`config.mk`:
```
export PLATFORM = sky130hd
export DESIGN_NAME = spc_chan_tracker
export DESIGN_NICKNAME = d
export VERILOG_FILES = /design/src/rtl/spc_pkg.sv /design/src/rtl/spc_chan_tracker.sv
export SDC_FILE = /design/constraint.sdc
export NUM_CORES = 1
export LEC_CHECK = 0
export BUFFER_PORTS_ARGS = -buffer_cell sky130_fd_sc_hd__buf_2
export CELL_PAD_IN_SITES_DETAIL_PLACEMENT = 0
export CELL_PAD_IN_SITES_GLOBAL_PLACEMENT = 1
export CORE_ASPECT_RATIO = 0.5
export CORE_MARGIN = 2
export CORE_UTILIZATION = 46
export CTS_CLUSTER_SIZE = 28
export DETAILED_ROUTE_END_ITERATION = 8
export HOLD_SLACK_MARGIN = 0.1
export MAX_ROUTING_LAYER = met4
export PLACE_DENSITY = 0.83
export REMOVE_ABC_BUFFERS = 1
export SYNTH_ARGS = -nofsm -noshare
export SYNTH_HDL_FRONTEND = slang
export SYNTH_SLANG_ARGS = --single-unit
```
`constraint.sdc`:
```
create_clock -name clk -period 2.95 [get_ports clk]
set_clock_uncertainty 0.2 [all_clocks]
set_input_delay 0.295 -clock clk [delete_from_list [all_inputs] [get_ports clk]]
set_output_delay 0.295 -clock clk [all_outputs]
set_load 0.005 [all_outputs]
```
`src/rtl/spc_pkg.sv`:
```
// Shared types for the streaming pattern checker.
package spc_pkg;
    typedef enum logic [3:0] {
        EXC_NONE  = 4'd0,
        EXC_DATA  = 4'd1,
        EXC_NOSOP = 4'd2,
        EXC_NOEOP = 4'd3,
        EXC_ERRIN = 4'd4
    } exc_e;

    localparam int DESC_W = 16;
endpackage

```
`src/rtl/spc_chan_tracker.sv`:
```
// Per-channel pattern tracker: holds an open flag and an expected value
// for each channel and classifies each accepted beat into one exception.
// Assumes: beat is the valid/ready handshake; in_channel < NUM_CH.
module spc_chan_tracker
    import spc_pkg::*;
#(
    parameter int NUM_CH  = 4,
    parameter int DATA_W  = 8,
    parameter int ERR_W   = 1,
    parameter bit HAS_PKT = 1'b1,
    parameter int CH_W    = 2
) (
    input  logic              clk,
    input  logic              rst_n,
    input  logic              beat,
    input  logic [CH_W-1:0]   channel,
    input  logic [DATA_W-1:0] data,
    input  logic              sop,
    input  logic              eop,
    input  logic [ERR_W-1:0]  err,
    output logic              exc_valid,
    output exc_e              exc_type
);
    logic [NUM_CH-1:0] open_q;
    logic [DATA_W-1:0] expect_q [NUM_CH];
    logic              use_sop, use_eop, cur_open;
    logic [DATA_W-1:0] cur_expect;

    assign use_sop = HAS_PKT && sop;
    assign use_eop = HAS_PKT && eop;

    // select the state of the addressed channel
    always_comb begin
        cur_open   = 1'b0;
        cur_expect = '0;
        for (int c = 0; c < NUM_CH; c++) begin
            if (channel == CH_W'(c)) begin
                cur_open   = HAS_PKT ? open_q[c] : 1'b1;
                cur_expect = use_sop ? '0 : expect_q[c];
            end
        end
    end

    // classify the beat, one exception at most, fixed priority
    always_comb begin
        exc_type = EXC_NONE;
        if (beat) begin
            if (use_sop && cur_open)        exc_type = EXC_NOEOP;
            else if (!use_sop && !cur_open) exc_type = EXC_NOSOP;
            else if (data != cur_expect)    exc_type = EXC_DATA;
            else if (|err)                  exc_type = EXC_ERRIN;
        end
        exc_valid = (exc_type != EXC_NONE);
    end

    // per-channel state update on accepted beats
    for (genvar c = 0; c < NUM_CH; c++) begin : g_chan
        always_ff @(posedge clk) begin
            if (!rst_n) begin
                open_q[c]   <= 1'b0;
                expect_q[c] <= '0;
            end else if (beat && channel == CH_W'(c)) begin
                if (use_sop) begin
                    expect_q[c] <= DATA_W'(1);
                    open_q[c]   <= !use_eop;
                end else if (cur_open) begin
                    expect_q[c] <= expect_q[c] + 1'b1;
                    if (use_eop) open_q[c] <= 1'b0;
                end
            end
        end
    end
endmodule

```
### Word-level counts from Yosys, hierarchy flattened

Memories as Yosys holds them, arrays and structs flattened.
Index checks and enable logic that the tools add are counted.

| operators by class | value |
|---|---|
| multiplexer cells | 56 |
| bitwise gates (word level) | 8 |
| add/subtract/negate cells | 4 |
| equal/unequal tests | 4 |
| reductions and logical operators | 17 |

Operators by type and width:

| operator | number |
|---|---|
| $mux W8 | 16 |
| $mux W1 | 35 |
| $add A8 B1 Y8 const B | 4 |
| $mux W3 | 5 |
| $reduce_and A3 Y1 | 4 |
| $ne A8 B8 Y1 | 1 |
| $or A1 B1 Y1 | 8 |
| $logic_and A1 B1 Y1 | 6 |
| $eq A2 B2 Y1 const B | 2 |
| $reduce_bool A2 Y1 | 2 |
| $reduce_bool A4 Y1 | 1 |
| $logic_not A1 Y1 | 3 |
| $eq A2 B1 Y1 const B | 1 |
| $logic_not A2 Y1 | 1 |

| storage, ports and cells | value |
|---|---|
| bits in writable memories | 32 |
| output and inout port bits | 5 |
| register bits | 4 |
| input port bits | 16 |
| word-level logic and storage cells | 94 |
| memories | 1 |

Memories:

| name | depth | width | read ports | clocked after memory_dff | write ports | line | source |
|---|---|---|---|---|---|---|---|
| expect_q | 4 | 8 | 4 | 0 | 4 | spc_chan_tracker.sv:25 | `logic [DATA_W-1:0] expect_q [NUM_CH];` |

### Depth between registers and ports, before layout

Gate-level depths: netlist (run 1).
An unclocked memory read counts as a cell.

| logic depth | value |
|---|---|
| word-level depth | 12 |
| mapped depth | 9 |
| gate-level depth less buffers | 6 |

### Worst setup path after synthesis (run 1)

Ideal clock, no wire load.

| path | value |
|---|---|
| path kind | input port to flip-flop |
| start point | in channel[0] |
| end point | mem expect_q[2][0], enable pin |
| path buffers | 3 |
| cell stages on the path | 7 |
| setup time | 384 ps |
| setup slack | 313 ps |
| data arrival time | 2053 ps |
| required time | 2366 ps |
| path through | buf_6 > buf_2 > mux4_2 > ha_1 > clkbuf_1 > nor2_1 > o21ai_0 |

RTL lines:

| element | line | source |
|---|---|---|
| start, declared | spc_chan_tracker.sv:16 | `input logic [CH_W-1:0] channel,` |
| end, declared | spc_chan_tracker.sv:25 |  |

==> results of run 1 <==
## registers in the layout (all words and copies together) (netlist names)
name      flops
expect_q     32
open_q        4
## power by group
group,switching (W),leakage [nW],internal (W)
sequential,0.0000249,0.366,0.000575
combinational,0.0000695,0.570,0.0000554
clock,0.000171,0.0422,0.000166
total,0.000266,0.978,0.000796
## cell type report
type                            instances  area, um2
Fill cell                             447       2350
Multi-Input combinational cell        174       1150
Sequential cell                        36       1040
Timing Repair Buffer                   23        128
Tap cell                               70       87.6
Clock buffer                            7       76.3
Inverter                                7       26.3
Clock inverter                          1       5.00
## per-stage QoR
| stage | instances | setup WS, ps | instance area [um2] | hold WS [ps] | total power (W) |
|---|---|---|---|---|---|
| 6_report | 318 | 302 | 2520 | 172 | 0.00106 |
| 5_1_grt | 318 | 89.7 | 2520 | 197 | 0.00111 |
| 4_1_cts | 318 | 178 | 2520 | 161 | 0.00107 |
| 3_5_place_dp | 310 | 179 | 2430 | 259 | 0.000735 |
| 3_3_place_gp | 310 | 146 | 2430 | 252 | 0.000731 |
| 2_1_floorplan | 217 | 718 | 2220 | 231 | 0.000679 |
## cells in the final DEF (no fill, tap or decap), drive strengths merged, types with 2 or more instances in the layout
cell type  Yosys  layout
or2            2       2
a21oi          4       4
edfxtp        32      32
ha             7       7
o21ai         11      11
nor2          38      38
nand3         24      24
nand2b         2       2
a211oi         2       2
clkbuf         3       8
mux2i         16      16
nand2          5       5
buf            7      22
nor4           2       2
inv            7       7
xnor2          6       6
and3           9       9
dfxtp          4       4
xor2          26      26
o22ai          8       8
## worst max-delay path, delay by kind of cell, from the launching register on
family          cells  cell delay [ps]
flops               1              480
compound gates      2              440
mux                 1              200
simple gates        2              460
buf+inv             1              130
xor+xnor            1              160
## cell families (layout without fill, tap and decap cells)
logic type               after synthesis  in the layout
multiplexers                          17             17
flip-flops                            36             36
AND/OR/NAND/NOR                       89             89
adder cells (fa/ha/maj)                7              7
buffers and inverters                 17             38
XOR/XNOR                              32             32
other                                  1              1
AO/OA/AOI/OAI                         28             28
## worst paths after layout
| path | start | to | slack (ps) | depth (start not counted) |
|---|---|---|---|---|
| hold / removal | rst_n | open_q[0] | 170 | 3 |
| setup reg to reg | open_q[3] | expect_q[0][6] | 770 | 5 |
| setup / recovery | expect_q[0][5] | exc_valid | 300 | 7 |
| hold reg to reg | open_q[0] | open_q[0] | 270 | 2 |
## layer usage
layer | share of wire (%) | GRT usage, %
met2 | 47 | 30.2
met5 | 0 | -
met3 | 4.1 | 4.36
met1 | 48 | 24.7
met4 | 0.62 | 4.05
==> results.sh, run 1 <==
export IMPL_status="complete, no violations"
export IMPL_grt_pass1_wl_um=7760
export IMPL_core_um2=4860
export IMPL_rows=18
export IMPL_cts_root_buffer="clkbuf_8"
export IMPL_dieHeight_um=53.9
export IMPL_dpl_hpwl_um=3510
export IMPL_synth_mux_area_share_pct=7.96
export IMPL_synth_top_family_by_area="simple AND/OR/NAND/NOR gates"
export IMPL_wl_per_cell_um=14.8
export IMPL_grt_pass1_vias=1583
export IMPL_synth_largest_area_cell="edfxtp_1"
export IMPL_critPathMaxStageDelay_ps=480
export IMPL_cp_slowest_cell="edfxtp_1"
export IMPL_overflow=0
export IMPL_synth_seq_cells=36
export IMPL_port_buffers=19
export IMPL_numCtsBuffers=5
export IMPL_end_kind="output pin"
export IMPL_routed_wl_um=4710
export IMPL_clk_pin_slew_ps=70
export IMPL_ys_top_cells_by_count="nor2_1, edfxtp_1, xor2_1, nand3_1, mux2i_1"
export IMPL_ctsHoldBuffers=0
export IMPL_cts_tree="yes"
export IMPL_synthArstFlopShare_pct=0
export IMPL_criticalPathCategory="flip-flop to output pin"
export IMPL_slew_viol_final=0
export IMPL_cellPowerDensity_nw_per_um2=422
export IMPL_route_vias_total=1718
export IMPL_synth_main_ff_cell="edfxtp_1"
export IMPL_first_iter_violations=118
export IMPL_synth_fa_ha_area_share_pct=3.82
export IMPL_cts_resized_gates=0
export IMPL_leakage_nw=0.978
export IMPL_seq_area_frac_synth_pct=45.4
export IMPL_setup_viol=0
export IMPL_drive_gt1_share_pct=13.3
export IMPL_post_cts_buffers=0
export IMPL_ctsLongestPathBuffers=2
export IMPL_rsz0062_at_grt="false"
export IMPL_ir_worst_vdd_v=0.000157
export IMPL_synth_edf_count=32
export IMPL_fp_dieW_um=104
export IMPL_netlist_area_leader_share_pct=41.9
export IMPL_syn_instance_count=227
export IMPL_yosys_warnings=0
export IMPL_die_area_um2=5600
export IMPL_worstHoldPathType="input pin to flip-flop"
export IMPL_initial_core_util_pct=47.2
export IMPL_final_setup_tns_ps=0
export IMPL_area_growth_pct=9.76
export IMPL_drc=0
export IMPL_synth_area_um2=2290
export IMPL_synth_compound_area_share_pct=7.31
export IMPL_synthXorXnorAreaFrac_pct=12.2
export IMPL_grt_start_max_net_pins=26
export IMPL_syn_avg_cell_area_um2=10.1
export IMPL_ios=21
export IMPL_antenna_found_initial=0
export IMPL_post_route_period_util_pct=89.8
export IMPL_crit_arrival_ps=2150
export IMPL_synth_simple_area_share_pct=18.9
export IMPL_path_cells="mux2i_1, o22ai_1, xor2_1, nor4_1, nand2_1, o41a_1, buf_2"
export IMPL_period_needed_ps=2650
export IMPL_synthTopCellsByArea="edfxtp_1, xor2_1, mux2i_1"
export IMPL_gp_congestion=0.801
export IMPL_track_usage_pct=18.7
export IMPL_maxCapViolCount=0
export IMPL_max_freq_mhz=378
export IMPL_hold_viol_final=0
export IMPL_yosysMostFrequentCell="nor2_1"
export IMPL_antenna_left=0
export IMPL_diodes=0
export IMPL_cp_max_fo=4
export IMPL_dr_pass1_iters=4
export IMPL_final_util_pct=51.8
export IMPL_synth_cell_types=36
export IMPL_fin_nets=270
export IMPL_cts_sinks=36
export IMPL_vias_per_cell=5.40
export IMPL_start_kind="flip-flop"
export IMPL_required_ps=2460
export IMPL_cts_max_level=2
export IMPL_clock_latency_ps=280
Note: power is estimated with default switching activity, not from simulation.
==> run 2, diff against run 1 <==
--- a/config.mk
+++ b/config.mk
@@ -12,4 +12,5 @@
 export CORE_MARGIN = 2
 export CORE_UTILIZATION = 46
+export CTS_CLUSTER_DIAMETER = 120
 export CTS_CLUSTER_SIZE = 28
 export DETAILED_ROUTE_END_ITERATION = 8
==> constraint.sdc (replaced) <==
create_clock -name clk -period 2.95 [get_ports clk]
set_clock_uncertainty 0.2 [all_clocks]
set_input_delay 0.1475 -clock clk [delete_from_list [all_inputs] [get_ports clk]]
set_output_delay 0.1475 -clock clk [all_outputs]
set_load 0.005 [all_outputs]
==> results.sh, run 2 (same netlist as run 1, synthesis figures left out) <==
export IMPL_status="complete, no violations"
export IMPL_leakage_nw=0.990
export IMPL_final_cell_mix="nor2_1, edfxtp_1, xor2_1"
export IMPL_core_um2=4860
export IMPL_rr_endpoint="expect_q[0][2]"
export IMPL_clockPowerShare_pct=31.8
export IMPL_layout_commonest_cell="nor2_1"
export IMPL_routed_wl_um=4610
export IMPL_fin_nets=273
export IMPL_start_kind="input pin"
export IMPL_period_needed_ps=2560
export IMPL_overflow=0
export IMPL_area_growth_pct=11.0
export IMPL_switching_share_pct=25.1
export IMPL_port_buffers=19
export IMPL_r2r_slack_ps=620
export IMPL_nFillCells=464
export IMPL_drc=0
export IMPL_initial_core_util_pct=47.2
export IMPL_cts_resized_gates=0
export IMPL_cp_max_fo=14
export IMPL_rsz0062_at_grt="false"
export IMPL_rows=18
export IMPL_setup_viol=0
export IMPL_numCtsBuffers=5
export IMPL_slew_viol_final=0
export IMPL_criticalPathCategory="input pin to output pin"
export IMPL_p_switching_w=0.000267
export IMPL_p_int_w=0.000798
export IMPL_drive_gt1_share_pct=13.1
export IMPL_post_route_period_util_pct=86.6
export IMPL_multiInputGateArea_um2=1150
export IMPL_grt_pass1_vias=1615
export IMPL_hold_slack_ps=155
export IMPL_gp_congestion=0.774
export IMPL_max_freq_mhz=391
export IMPL_instances_no_fill=321
export IMPL_track_usage_pct=18.2
export IMPL_largestRegisters="expect_q x32, open_q x4"
export IMPL_crit_arrival_ps=2210
export IMPL_ctsLongestPathBuffers=2
export IMPL_largest_register="expect_q"
export IMPL_route_vias_total=1709
export IMPL_antenna_left=0
export IMPL_timing_rr_start="open_q[1]"
export IMPL_largest_reg_flops=32
export IMPL_vias_per_cell=5.32
export IMPL_first_iter_violations=69
export IMPL_placed_cells=310
export IMPL_ff_latch_area_um2=1040
export IMPL_maxCapViolCount=0
export IMPL_cts_max_level=2
export IMPL_diodes=0
export IMPL_p_seq_share_pct=56.4
export IMPL_cts_sinks=36
export IMPL_min_path_cells=4
export IMPL_worstHoldPathType="input pin to flip-flop"
export IMPL_worstMarginPinSlew_ps=1140
export IMPL_grt_pass1_wl_um=7560
export IMPL_cts_root_buffer="clkbuf_8"
export IMPL_die_area_um2=5600
export IMPL_hold_viol_final=0
export IMPL_required_ps=2600
export IMPL_hp_start="channel[1]"
export IMPL_holdPathEnd="open_q[0]"
export IMPL_fp_dieW_um=104
export IMPL_cellPowerDensity_nw_per_um2=418
export IMPL_cts_tree="yes"
export IMPL_clk_pin_slew_ps=70
export IMPL_final_setup_tns_ps=0
export IMPL_dr_pass1_iters=4
export IMPL_r2r_cells=4
export IMPL_end_kind="output pin"
export IMPL_dpl_hpwl_um=3420
export IMPL_antenna_found_initial=0
export IMPL_ir_worst_vdd_v=0.000194
export IMPL_clock_latency_ps=290
export IMPL_combPwrFrac_pct=11.8
export IMPL_ios=21
export IMPL_slew_headroom_pct=23.2
export IMPL_grt_start_max_net_pins=16
export IMPL_dieHeight_um=53.9
export IMPL_wl_per_cell_um=14.4
==> run 2: cell count changes in the layout (fill, tap and decap cells not counted), sizes merged <==
cell         change
buf              +1
dlygate4sd3      +3
clkbuf           -1
==> run 2: cell type report <==
type / instances / area share [%]
timing repair buffer: 26 / 6.09
sequential: 36 / 40.9
clock buffer: 7 / 3.00
inverter: 7 / 1.03
tap: 70 / 3.44
clock inverter: 1 / 0.197
multi-input combinational: 174 / 45.4
==> run 2: metrics by stage <==
stage | util, % | power [W] | setup WS (ps) | area, um2
finish | 52.3 | 0.00107 | 395 | 2550
global route | 52.3 | 0.00111 | 282 | 2550
CTS | 52.3 | 0.00107 | 408 | 2550
detailed placement | 50.1 | 0.000733 | 370 | 2430
global placement | 50.1 | 0.000731 | 422 | 2430
floorplan | - | 0.000679 | 799 | 2220
==> run 2: worst max-delay path, cell delays in order <==
cell,delay [ps]
buf_2,300
buf_4,280
mux2i_1,250
o22ai_1,140
xor2_1,160
nor4_1,320
nand2_1,160
o41a_1,320
buf_2,130
==> run 2: worst max path at each step <==
stage | startpoint | endpoint | cells past startpoint
final | channel[0] | exc_valid | 9
after global routing | expect_q[3][1] | exc_valid | 7
after CTS | channel[0] | exc_valid | 9
after detailed placement | channel[0] | expect_q[0][3] | 4
after global placement | channel[0] | exc_valid | 9
after floorplan | open_q[1] | expect_q[2][0] | 4
==> run 2: timing repair <==
action | in CTS | in global routing
endpoints found under the hold margin | 4 | 0
hold buffers | 3 | 0
buffers inserted | 0 | 0
==> run 2: metal layers <==
metal	global-route usage [%]	share of wire, %	up-vias
met1	22.9	49	809
li1	-	-	854
met2	29.7	46	39
met3	4.48	4.4	7
met4	6.31	0.80	0
met5	-	0	-
==> run 2: power by group through the flow <==
stage                     Combinational (W)  Sequential (W)  Clock [W]
after detailed placement           0.000122        0.000611          0
after CTS                          0.000125        0.000600   0.000346
after global placement             0.000120        0.000611          0
final                              0.000126        0.000601   0.000339
after floorplan                   0.0000769        0.000602          0
after global routing               0.000139        0.000604   0.000366
